--- src/rtl/sap_pkg.sv ---
package sap_pkg;
    localparam int SMP_W  = 24;
    localparam int SLOT_W = 6;

    localparam logic [1:0] FMT_LJ  = 2'd0;
    localparam logic [1:0] FMT_I2S = 2'd1;
    localparam logic [1:0] FMT_RJ  = 2'd2;

    function automatic logic chan_is_left(logic [1:0] fmt, logic lrv);
        return (fmt == FMT_I2S) ? ~lrv : lrv;
    endfunction

    function automatic logic [SLOT_W-1:0] word_len(logic [1:0] code, logic f64);
        if (!f64) return SLOT_W'(16);
        case (code)
            2'd0:    return SLOT_W'(16);
            2'd1:    return SLOT_W'(18);
            2'd2:    return SLOT_W'(20);
            default: return SLOT_W'(24);
        endcase
    endfunction

    function automatic logic [SLOT_W-1:0] half_len(logic f64);
        return f64 ? SLOT_W'(32) : SLOT_W'(16);
    endfunction

    function automatic logic [SMP_W-1:0] sext_low(logic [SMP_W-1:0] v, logic [SLOT_W-1:0] w);
        logic [SLOT_W-1:0]        sh;
        logic signed [SMP_W-1:0]  t;
        sh = SLOT_W'(SMP_W) - w;
        t  = $signed(v << sh);
        return t >>> sh;
    endfunction
endpackage

--- src/rtl/sap_rx.sv ---
module sap_rx
    import sap_pkg::*;
(
    input  logic              clk,
    input  logic              rst_n,
    input  logic              bck_rise,
    input  logic              lr_clk,
    input  logic              sdin,
    input  logic [1:0]        fmt,
    input  logic [SLOT_W-1:0] wlen,
    output logic [SMP_W-1:0]  rx_left,
    output logic [SMP_W-1:0]  rx_right,
    output logic              rx_valid
);
    typedef enum logic [1:0] {R_IDLE, R_HUNT, R_LEFT, R_RIGHT} rx_state_e;

    localparam logic [SLOT_W-1:0] SLOT_MAX = '1;

    rx_state_e          state, state_n;
    logic               primed;
    logic               lr_d1, lr_d2;
    logic               eff, peff, edge_seen;
    logic [SLOT_W-1:0]  slot, slot_n;
    logic               in_win;
    logic [SMP_W-1:0]   shreg, shreg_n, word, left_buf;

    always_comb begin
        eff       = (fmt == FMT_I2S) ? lr_d1 : lr_clk;
        peff      = (fmt == FMT_I2S) ? lr_d2 : lr_d1;
        edge_seen = (eff != peff);
        slot_n    = edge_seen ? '0 : ((slot == SLOT_MAX) ? slot : slot + 1'b1);
        in_win    = (fmt == FMT_RJ) ? 1'b1 : (slot_n < wlen);
        shreg_n   = in_win ? {shreg[SMP_W-2:0], sdin} : shreg;
        word      = sext_low(shreg, wlen);
    end

    always_comb begin
        state_n = state;
        if (bck_rise) begin
            unique case (state)
                R_IDLE:  if (primed) state_n = R_HUNT;
                R_HUNT:  if (edge_seen && chan_is_left(fmt, eff)) state_n = R_LEFT;
                R_LEFT:  if (edge_seen) state_n = R_RIGHT;
                R_RIGHT: if (edge_seen) state_n = R_LEFT;
            endcase
        end
    end

    always_ff @(posedge clk or negedge rst_n) begin
        if (!rst_n) state <= R_IDLE;
        else        state <= state_n;
    end

    always_ff @(posedge clk or negedge rst_n) begin
        if (!rst_n) begin
            primed   <= 1'b0;
            lr_d1    <= 1'b0;
            lr_d2    <= 1'b0;
            slot     <= '0;
            shreg    <= '0;
            left_buf <= '0;
            rx_left  <= '0;
            rx_right <= '0;
            rx_valid <= 1'b0;
        end else begin
            rx_valid <= 1'b0;
            if (bck_rise) begin
                primed <= 1'b1;
                lr_d1  <= lr_clk;
                lr_d2  <= lr_d1;
                slot   <= slot_n;
                shreg  <= shreg_n;
                if (state == R_LEFT && edge_seen)
                    left_buf <= word;
                if (state == R_RIGHT && edge_seen) begin
                    rx_left  <= left_buf;
                    rx_right <= word;
                    rx_valid <= 1'b1;
                end
            end
        end
    end

    a_r5_valid_pulse: assert property (@(posedge clk) disable iff (!rst_n)
        rx_valid |=> !rx_valid);
    a_r4_valid_after_rise: assert property (@(posedge clk) disable iff (!rst_n)
        rx_valid |-> $past(bck_rise));
    a_r5_outputs_move_with_valid: assert property (@(posedge clk) disable iff (!rst_n)
        !$stable(rx_left) |-> rx_valid);
endmodule

--- src/rtl/sap_tx.sv ---
module sap_tx
    import sap_pkg::*;
(
    input  logic              clk,
    input  logic              rst_n,
    input  logic              bck_fall,
    input  logic              lr_clk,
    input  logic [1:0]        fmt,
    input  logic [SLOT_W-1:0] wlen,
    input  logic [SLOT_W-1:0] hlen,
    input  logic [SMP_W-1:0]  tx_left,
    input  logic [SMP_W-1:0]  tx_right,
    input  logic              tx_valid,
    output logic              tx_ready,
    output logic              sdout
);
    typedef enum logic [1:0] {T_IDLE, T_HUNT, T_LEFT, T_RIGHT} tx_state_e;

    localparam logic [SLOT_W-1:0] SLOT_MAX = '1;

    tx_state_e          state, state_n;
    logic               primed;
    logic               lr_d1, lr_d2;
    logic               eff, peff, edge_seen, to_left, load;
    logic [SLOT_W-1:0]  slot, slot_n, lead, pos;
    logic               in_word, next_bit;
    logic [SMP_W-1:0]   hold_l, hold_r, act_l, act_r, word, shifted;
    logic               hold_full;

    assign tx_ready = ~hold_full;

    always_comb begin
        eff       = (fmt == FMT_I2S) ? lr_d1 : lr_clk;
        peff      = (fmt == FMT_I2S) ? lr_d2 : lr_d1;
        edge_seen = (eff != peff);
        slot_n    = edge_seen ? '0 : ((slot == SLOT_MAX) ? slot : slot + 1'b1);
        to_left   = edge_seen && chan_is_left(fmt, eff);
    end

    always_comb begin
        state_n = state;
        if (bck_fall) begin
            unique case (state)
                T_IDLE:  if (primed) state_n = T_HUNT;
                T_HUNT:  if (to_left) state_n = T_LEFT;
                T_LEFT:  if (edge_seen) state_n = T_RIGHT;
                T_RIGHT: if (edge_seen) state_n = T_LEFT;
            endcase
        end
    end

    always_comb begin
        load = bck_fall && to_left && hold_full &&
               (state == T_HUNT || state == T_RIGHT);
        if (chan_is_left(fmt, eff)) word = load ? hold_l : act_l;
        else                        word = load ? hold_r : act_r;
        lead = hlen - wlen;
        if (fmt == FMT_RJ) begin
            pos     = slot_n - lead;
            in_word = (slot_n >= lead) && (slot_n < hlen);
        end else begin
            pos     = slot_n;
            in_word = (slot_n < wlen);
        end
        shifted  = word << pos;
        next_bit = in_word && (state_n == T_LEFT || state_n == T_RIGHT) &&
                   shifted[SMP_W-1];
    end

    always_ff @(posedge clk or negedge rst_n) begin
        if (!rst_n) state <= T_IDLE;
        else        state <= state_n;
    end

    always_ff @(posedge clk or negedge rst_n) begin
        if (!rst_n) begin
            primed    <= 1'b0;
            lr_d1     <= 1'b0;
            lr_d2     <= 1'b0;
            slot      <= '0;
            hold_l    <= '0;
            hold_r    <= '0;
            hold_full <= 1'b0;
            act_l     <= '0;
            act_r     <= '0;
            sdout     <= 1'b0;
        end else begin
            if (load) begin
                act_l     <= hold_l;
                act_r     <= hold_r;
                hold_full <= 1'b0;
            end else if (tx_valid && !hold_full) begin
                hold_l    <= tx_left;
                hold_r    <= tx_right;
                hold_full <= 1'b1;
            end
            if (bck_fall) begin
                primed <= 1'b1;
                lr_d1  <= lr_clk;
                lr_d2  <= lr_d1;
                slot   <= slot_n;
                sdout  <= next_bit;
            end
        end
    end

    a_r6_change_on_fall: assert property (@(posedge clk) disable iff (!rst_n)
        !$stable(sdout) |-> $past(bck_fall));
    a_r7_ready_rises_on_fall: assert property (@(posedge clk) disable iff (!rst_n)
        $rose(tx_ready) |-> $past(bck_fall));
    a_r7_full_kept_between: assert property (@(posedge clk) disable iff (!rst_n)
        (!tx_ready && !bck_fall) |=> !tx_ready);
    a_r9_idle_quiet: assert property (@(posedge clk) disable iff (!rst_n)
        (state == T_IDLE) |-> !sdout);
endmodule

--- src/rtl/serial_audio_port.sv ---
module serial_audio_port
    import sap_pkg::*;
(
    input  logic             clk,
    input  logic             rst_n,
    input  logic             bck_rise,
    input  logic             bck_fall,
    input  logic             lr_clk,
    input  logic             sdata_in,
    output logic             sdata_out,
    input  logic [1:0]       cfg_fmt,
    input  logic [1:0]       cfg_wlen,
    input  logic             cfg_frame64,
    output logic [SMP_W-1:0] rx_left,
    output logic [SMP_W-1:0] rx_right,
    output logic             rx_valid,
    input  logic [SMP_W-1:0] tx_left,
    input  logic [SMP_W-1:0] tx_right,
    input  logic             tx_valid,
    output logic             tx_ready
);
    logic [SLOT_W-1:0] wlen_eff, hlen_eff;

    assign wlen_eff = word_len(cfg_wlen, cfg_frame64);
    assign hlen_eff = half_len(cfg_frame64);

    sap_rx u_rx (
        .clk      (clk),
        .rst_n    (rst_n),
        .bck_rise (bck_rise),
        .lr_clk   (lr_clk),
        .sdin     (sdata_in),
        .fmt      (cfg_fmt),
        .wlen     (wlen_eff),
        .rx_left  (rx_left),
        .rx_right (rx_right),
        .rx_valid (rx_valid)
    );

    sap_tx u_tx (
        .clk      (clk),
        .rst_n    (rst_n),
        .bck_fall (bck_fall),
        .lr_clk   (lr_clk),
        .fmt      (cfg_fmt),
        .wlen     (wlen_eff),
        .hlen     (hlen_eff),
        .tx_left  (tx_left),
        .tx_right (tx_right),
        .tx_valid (tx_valid),
        .tx_ready (tx_ready),
        .sdout    (sdata_out)
    );
endmodule

--- config.mk ---
export PLATFORM = sky130hd
export DESIGN_NAME = serial_audio_port
export DESIGN_NICKNAME = d
export VERILOG_FILES = /design/src/rtl/sap_pkg.sv /design/src/rtl/sap_rx.sv /design/src/rtl/sap_tx.sv /design/src/rtl/serial_audio_port.sv
export SDC_FILE = /design/constraint.sdc
export NUM_CORES = 1
export LEC_CHECK = 0
export BUFFER_PORTS_ARGS = -buffer_cell sky130_fd_sc_hd__buf_2
export CAP_MARGIN = 10
export CORE_MARGIN = 5
export CORE_UTILIZATION = 30
export CTS_BUF_LIST = sky130_fd_sc_hd__clkbuf_2
export DETAILED_ROUTE_END_ITERATION = 7
export PLACE_DENSITY_LB_ADDON = 0.05
export SETUP_SLACK_MARGIN = 0.4
export SLEW_MARGIN = 10
export SYNTH_ARGS = -nofsm -noshare
export SYNTH_HDL_FRONTEND = slang
export SYNTH_SLANG_ARGS = --single-unit
export TNS_END_PERCENT = 5
--- constraint.sdc ---
create_clock -name clk -period 6.2 [get_ports clk]
set_clock_uncertainty 0.2 [all_clocks]
set_input_delay 0.31 -clock clk [delete_from_list [all_inputs] [get_ports clk]]
set_output_delay 0.31 -clock clk [all_outputs]
set_load 0.02 [all_outputs]
==> flow_metrics.py <==
metrics = {
    "outcome": {
        "run_status": "completed",
    },
    "synthesis": {
        "yosysSeqAreaShare_pct": 49.7,
        "postSynth.asyncResetShare_pct": 100,
        "synth.top_cell.area_share_pct": 49.7,
        "synth_area_leader_cell": "dfrtp_1",
        "synth-main-ff-cell": "dfrtp_1",
        "yosys.cell_count.top_type": "nand2_1",
        "synthesis.instances": 1092,
        "syn-num-nets": 1167,
        "yosys-top-cells-count": "310 x nand2_1, 217 x dfrtp_1, 89 x mux2_2, 71 x o21ai_0, 45 x clkbuf_1",
        "synth.cell_area_um2": 10900,
        "synth_edf_count": 0,
        "synth-seq-cells": 217,
        "avgSynthCellArea_um2": 10.0,
        "synth_top_cells_by_area": "dfrtp_1 50%, nand2_1 11%, mux2_2 9.2%, mux4_2 3.7%, o21ai_0 3.3%",
        "yosysWarnings": 0,
        "post_synth_num_cell_types": 71,
    },
    "global_routing": {
        "first_pass_grt_wire_length_mm": 52.2,
        "grt.overflow.total": 0,
        "grt_max_degree": 154,
        "globalRouteTotalUtil_pct": 15.8,
        "first_global_vias": 9335,
        "antenna_violations_before_repair": 1,
    },
    "critical_path": {
        "cp_slowest_cell": "nor3_1",
        "worst-endpoint-required_ns": 6.87,
        "path_cells": "dlygate4sd3_1, buf_2, nor2b_4, dlygate4sd3_1, a21o_2, nand2_4, nor3_1, fa_1, xor2_1, nor2_1, nor2_1, and3_1, a21oi_1, nand4_1, o211ai_1, a211o_1, dlygate4sd3_1",
        "critPathCaptureType": "flip-flop",
        "timing.critical_path.buf_inv": 4,
        "reg2reg_slack_ns": 1.62,
        "cell_family_with_most_cp_delay": "simple AND/OR/NAND/NOR gates",
        "reg2reg_to": "u_tx.sdout$_DFFE_PN0P_",
        "worst_r2r_startpoint": "u_tx.slot[0]$_DFFE_PN0P_",
        "worstRegToRegCells": 17,
        "startpoint_type_of_the_worst_setup_path": "primary input",
        "critPathMaxFanout": 11,
        "worstPathArrival_ns": 5.43,
        "most_used_cell_along_the_critical_path": "dlygate4sd3_1",
        "critical-path-max-stage-delay_ns": 0.77,
        "setup.worst_path.class": "primary input to flip-flop",
    },
    "clock_network": {
        "clockRootBuffer": "clkbuf_2",
        "clock_path_buffers": 3,
        "clkTransAtPathRegs_ns": 0.11,
        "htreeDepth": 2,
        "cts_resized": 0,
        "clock_tree_from_tritoncts": "done",
        "cts_inserted_buffers": 61,
        "clock-sinks": 217,
        "clk_latency_ns": 0.97,
    },
    "drt": {
        "firstDrtPassIters": 5,
        "detailroute.via_count": 8988,
        "drt_first_iter_violations": 452,
        "drc": 0,
        "routed_via_density": 4.87,
        "detail_route.wirelength_mm": 31.6,
        "avgRoutedWirePerCell_um": 17.1,
        "route.antenna.remaining_nets": 0,
    },
    "sta": {
        "timing.final.max_slew_violations": 0,
        "clock.fmax_mhz": 210,
        "slew_of_the_pin_with_the_lowest_slew_margin_ns": 1.15,
        "timing.final.hold_violations": 0,
        "slew_headroom_pct": 23.6,
        "setup_viol": 0,
        "unrepaired_setup_endpoints_after_global_routing": "false",
        "setup-tns-final_ns": 0,
        "worst_slack_ns": 1.43,
        "post-route-period-util_pct": 76.9,
        "hold_slack_ns": 0.151,
        "crit_path_time_final_ns": 4.77,
    },
    "place": {
        "place_worst_setup_slack_ns": 1.64,
        "post-dp-hpwl_mm": 20.4,
        "weighted_congestion_reported_at_the_end_of_routability_driven_placement": 0.766,
        "port-buffer-count": 110,
    },
    "worst_hold_path": {
        "min_delay_path_depth": 3,
        "min_delay_worst_endpoint": "u_rx.slot[5]$_DFFE_PN0P_",
        "worst_hold_startpoint": "bck_rise",
        "hold_class": "primary input to flip-flop",
    },
    "floorplanning": {
        "core-area_um2": 35700,
        "core.rowCount": 69,
        "initial_utilization_pct": 30.6,
        "floorplan.die.width_um": 201,
        "floorplan.die.height_um": 201,
        "design.portCount": 111,
        "die-area_um2": 40300,
    },
    "job": {
        "reported_max_cap_violation_count": 0,
    },
    "pwr": {
        "p_per_area_nw_per_um2": 408,
        "power_leakage_uw": 0.00654,
        "vdd_drop_max_v": 0.000160,
    },
    "layout": {
        "drive_above_1_share_pct": 25.5,
        "final_layout_fill_cell_count": 3685,
        "syn_to_final_growth_pct": 25.9,
        "nNetsFinal": 1418,
    },
}
registers in the layout, summed over array words and instances, names as in the netlist, 2 cells and up:
name and flops:
u_tx.slot 6, u_rx.left_buf 24, u_tx.state 2, u_rx.state 2, u_tx.hold_l 24, u_tx.act_r 24
u_rx.rx_right 24, u_rx.slot 6, u_rx.shreg 24, u_tx.act_l 24, u_rx.rx_left 24, u_tx.hold_r 24
stage by stage:
| stage | power, uW | util, % | instance area [um^2] | instances |
|---|---|---|---|---|
| floorplan | 3780 | - | 10900 | 1092 |
| global placement | 4490 | 33.2 | 11900 | 1607 |
| detailed placement | 4500 | 33.2 | 11900 | 1607 |
| CTS | 5730 | 38.5 | 13700 | 1845 |
| global route | 6120 | 38.5 | 13800 | 1846 |
| finish | 5610 | 38.5 | 13800 | 1846 |
timing repair:
item,CTS,global route
hold buffers,134,0
setup buffers,0,0
hold endpoints to repair,300,0
layout make-up:
| class | count | area, um^2 | share of cell area, % |
|---|---|---|---|
| repair buffers | 258 | 2040 | 14.8 |
| inverters | 16 | 60.1 | 0.437 |
| well taps | 461 | 577 | 4.19 |
| multi-input cells | 789 | 5130 | 37.3 |
| diodes | 1 | 2.50 | 0.0182 |
| clock inverters | 10 | 47.5 | 0.346 |
| clock buffers | 94 | 470 | 3.42 |
| flip-flops and latches | 217 | 5430 | 39.5 |
worst min-delay path: cells and delay by family:
kind                   cells  cell delay, ns
buffers and inverters      2            0.76
AOI/OAI and AO/OA          1            0.17
cell families (layout without fill, tap and decap cells):
group                    count (synthesis)  in the layout  synth area share, %
AO/OA/AOI/OAI                          184            184                 11.0
XOR/XNOR                                 5              5                0.401
adder cells (fa/ha/maj)                 15             15                 1.79
buffers and inverters                   86            378                 3.48
flip-flops                             217            217                 49.7
multiplexers                           137            137                 15.7
other                                    0              1                    0
AND/OR/NAND/NOR                        448            448                 18.0
layout by cell type (no fill, tap or decap), types with 18 or more instances in the layout:
master and n:
a21oi_1 25, buf_2 109, clkbuf_2 94, dfrtp_1 217, dlygate4sd3_1 133, mux2_2 89
mux2i_1 28, mux4_2 18, nand2_1 310, nand3_1 26, nor2_1 35, o21ai_0 71
worst max path at each step:
stage / depth (start not counted) / slack [ns] / startpoint / endpoint
global route: 17 / 1.14 / cfg_fmt[0] / u_tx.sdout$_DFFE_PN0P_
global placement: 16 / 1.67 / cfg_wlen[1] / u_tx.sdout$_DFFE_PN0P_
floorplan: 22 / 1.97 / cfg_frame64 / u_tx.sdout$_DFFE_PN0P_
detailed placement: 16 / 1.64 / cfg_wlen[1] / u_tx.sdout$_DFFE_PN0P_
finish: 17 / 1.43 / cfg_fmt[0] / u_tx.sdout$_DFFE_PN0P_
CTS: 17 / 1.60 / u_tx.slot[0]$_DFFE_PN0P_ / u_tx.sdout$_DFFE_PN0P_
report_power, final:
part	internal, uW	total (uW)	switching [uW]
Clock	397	1020	626
Combinational	975	2100	1120
Sequential	2020	2500	476
Total	3390	5610	2220
metal layers:
layer / global-route usage [%] / wire, um / vias to the layer above
met1: 22.6 / 15700 / 4395
met5: 0 / 0 / -
met2: 24.0 / 13900 / 199
met3: 3.09 / 1380 / 46
met4: 5.21 / 660 / 0
li1: - / - / 4348
Power figures use the tool's default switching activity.
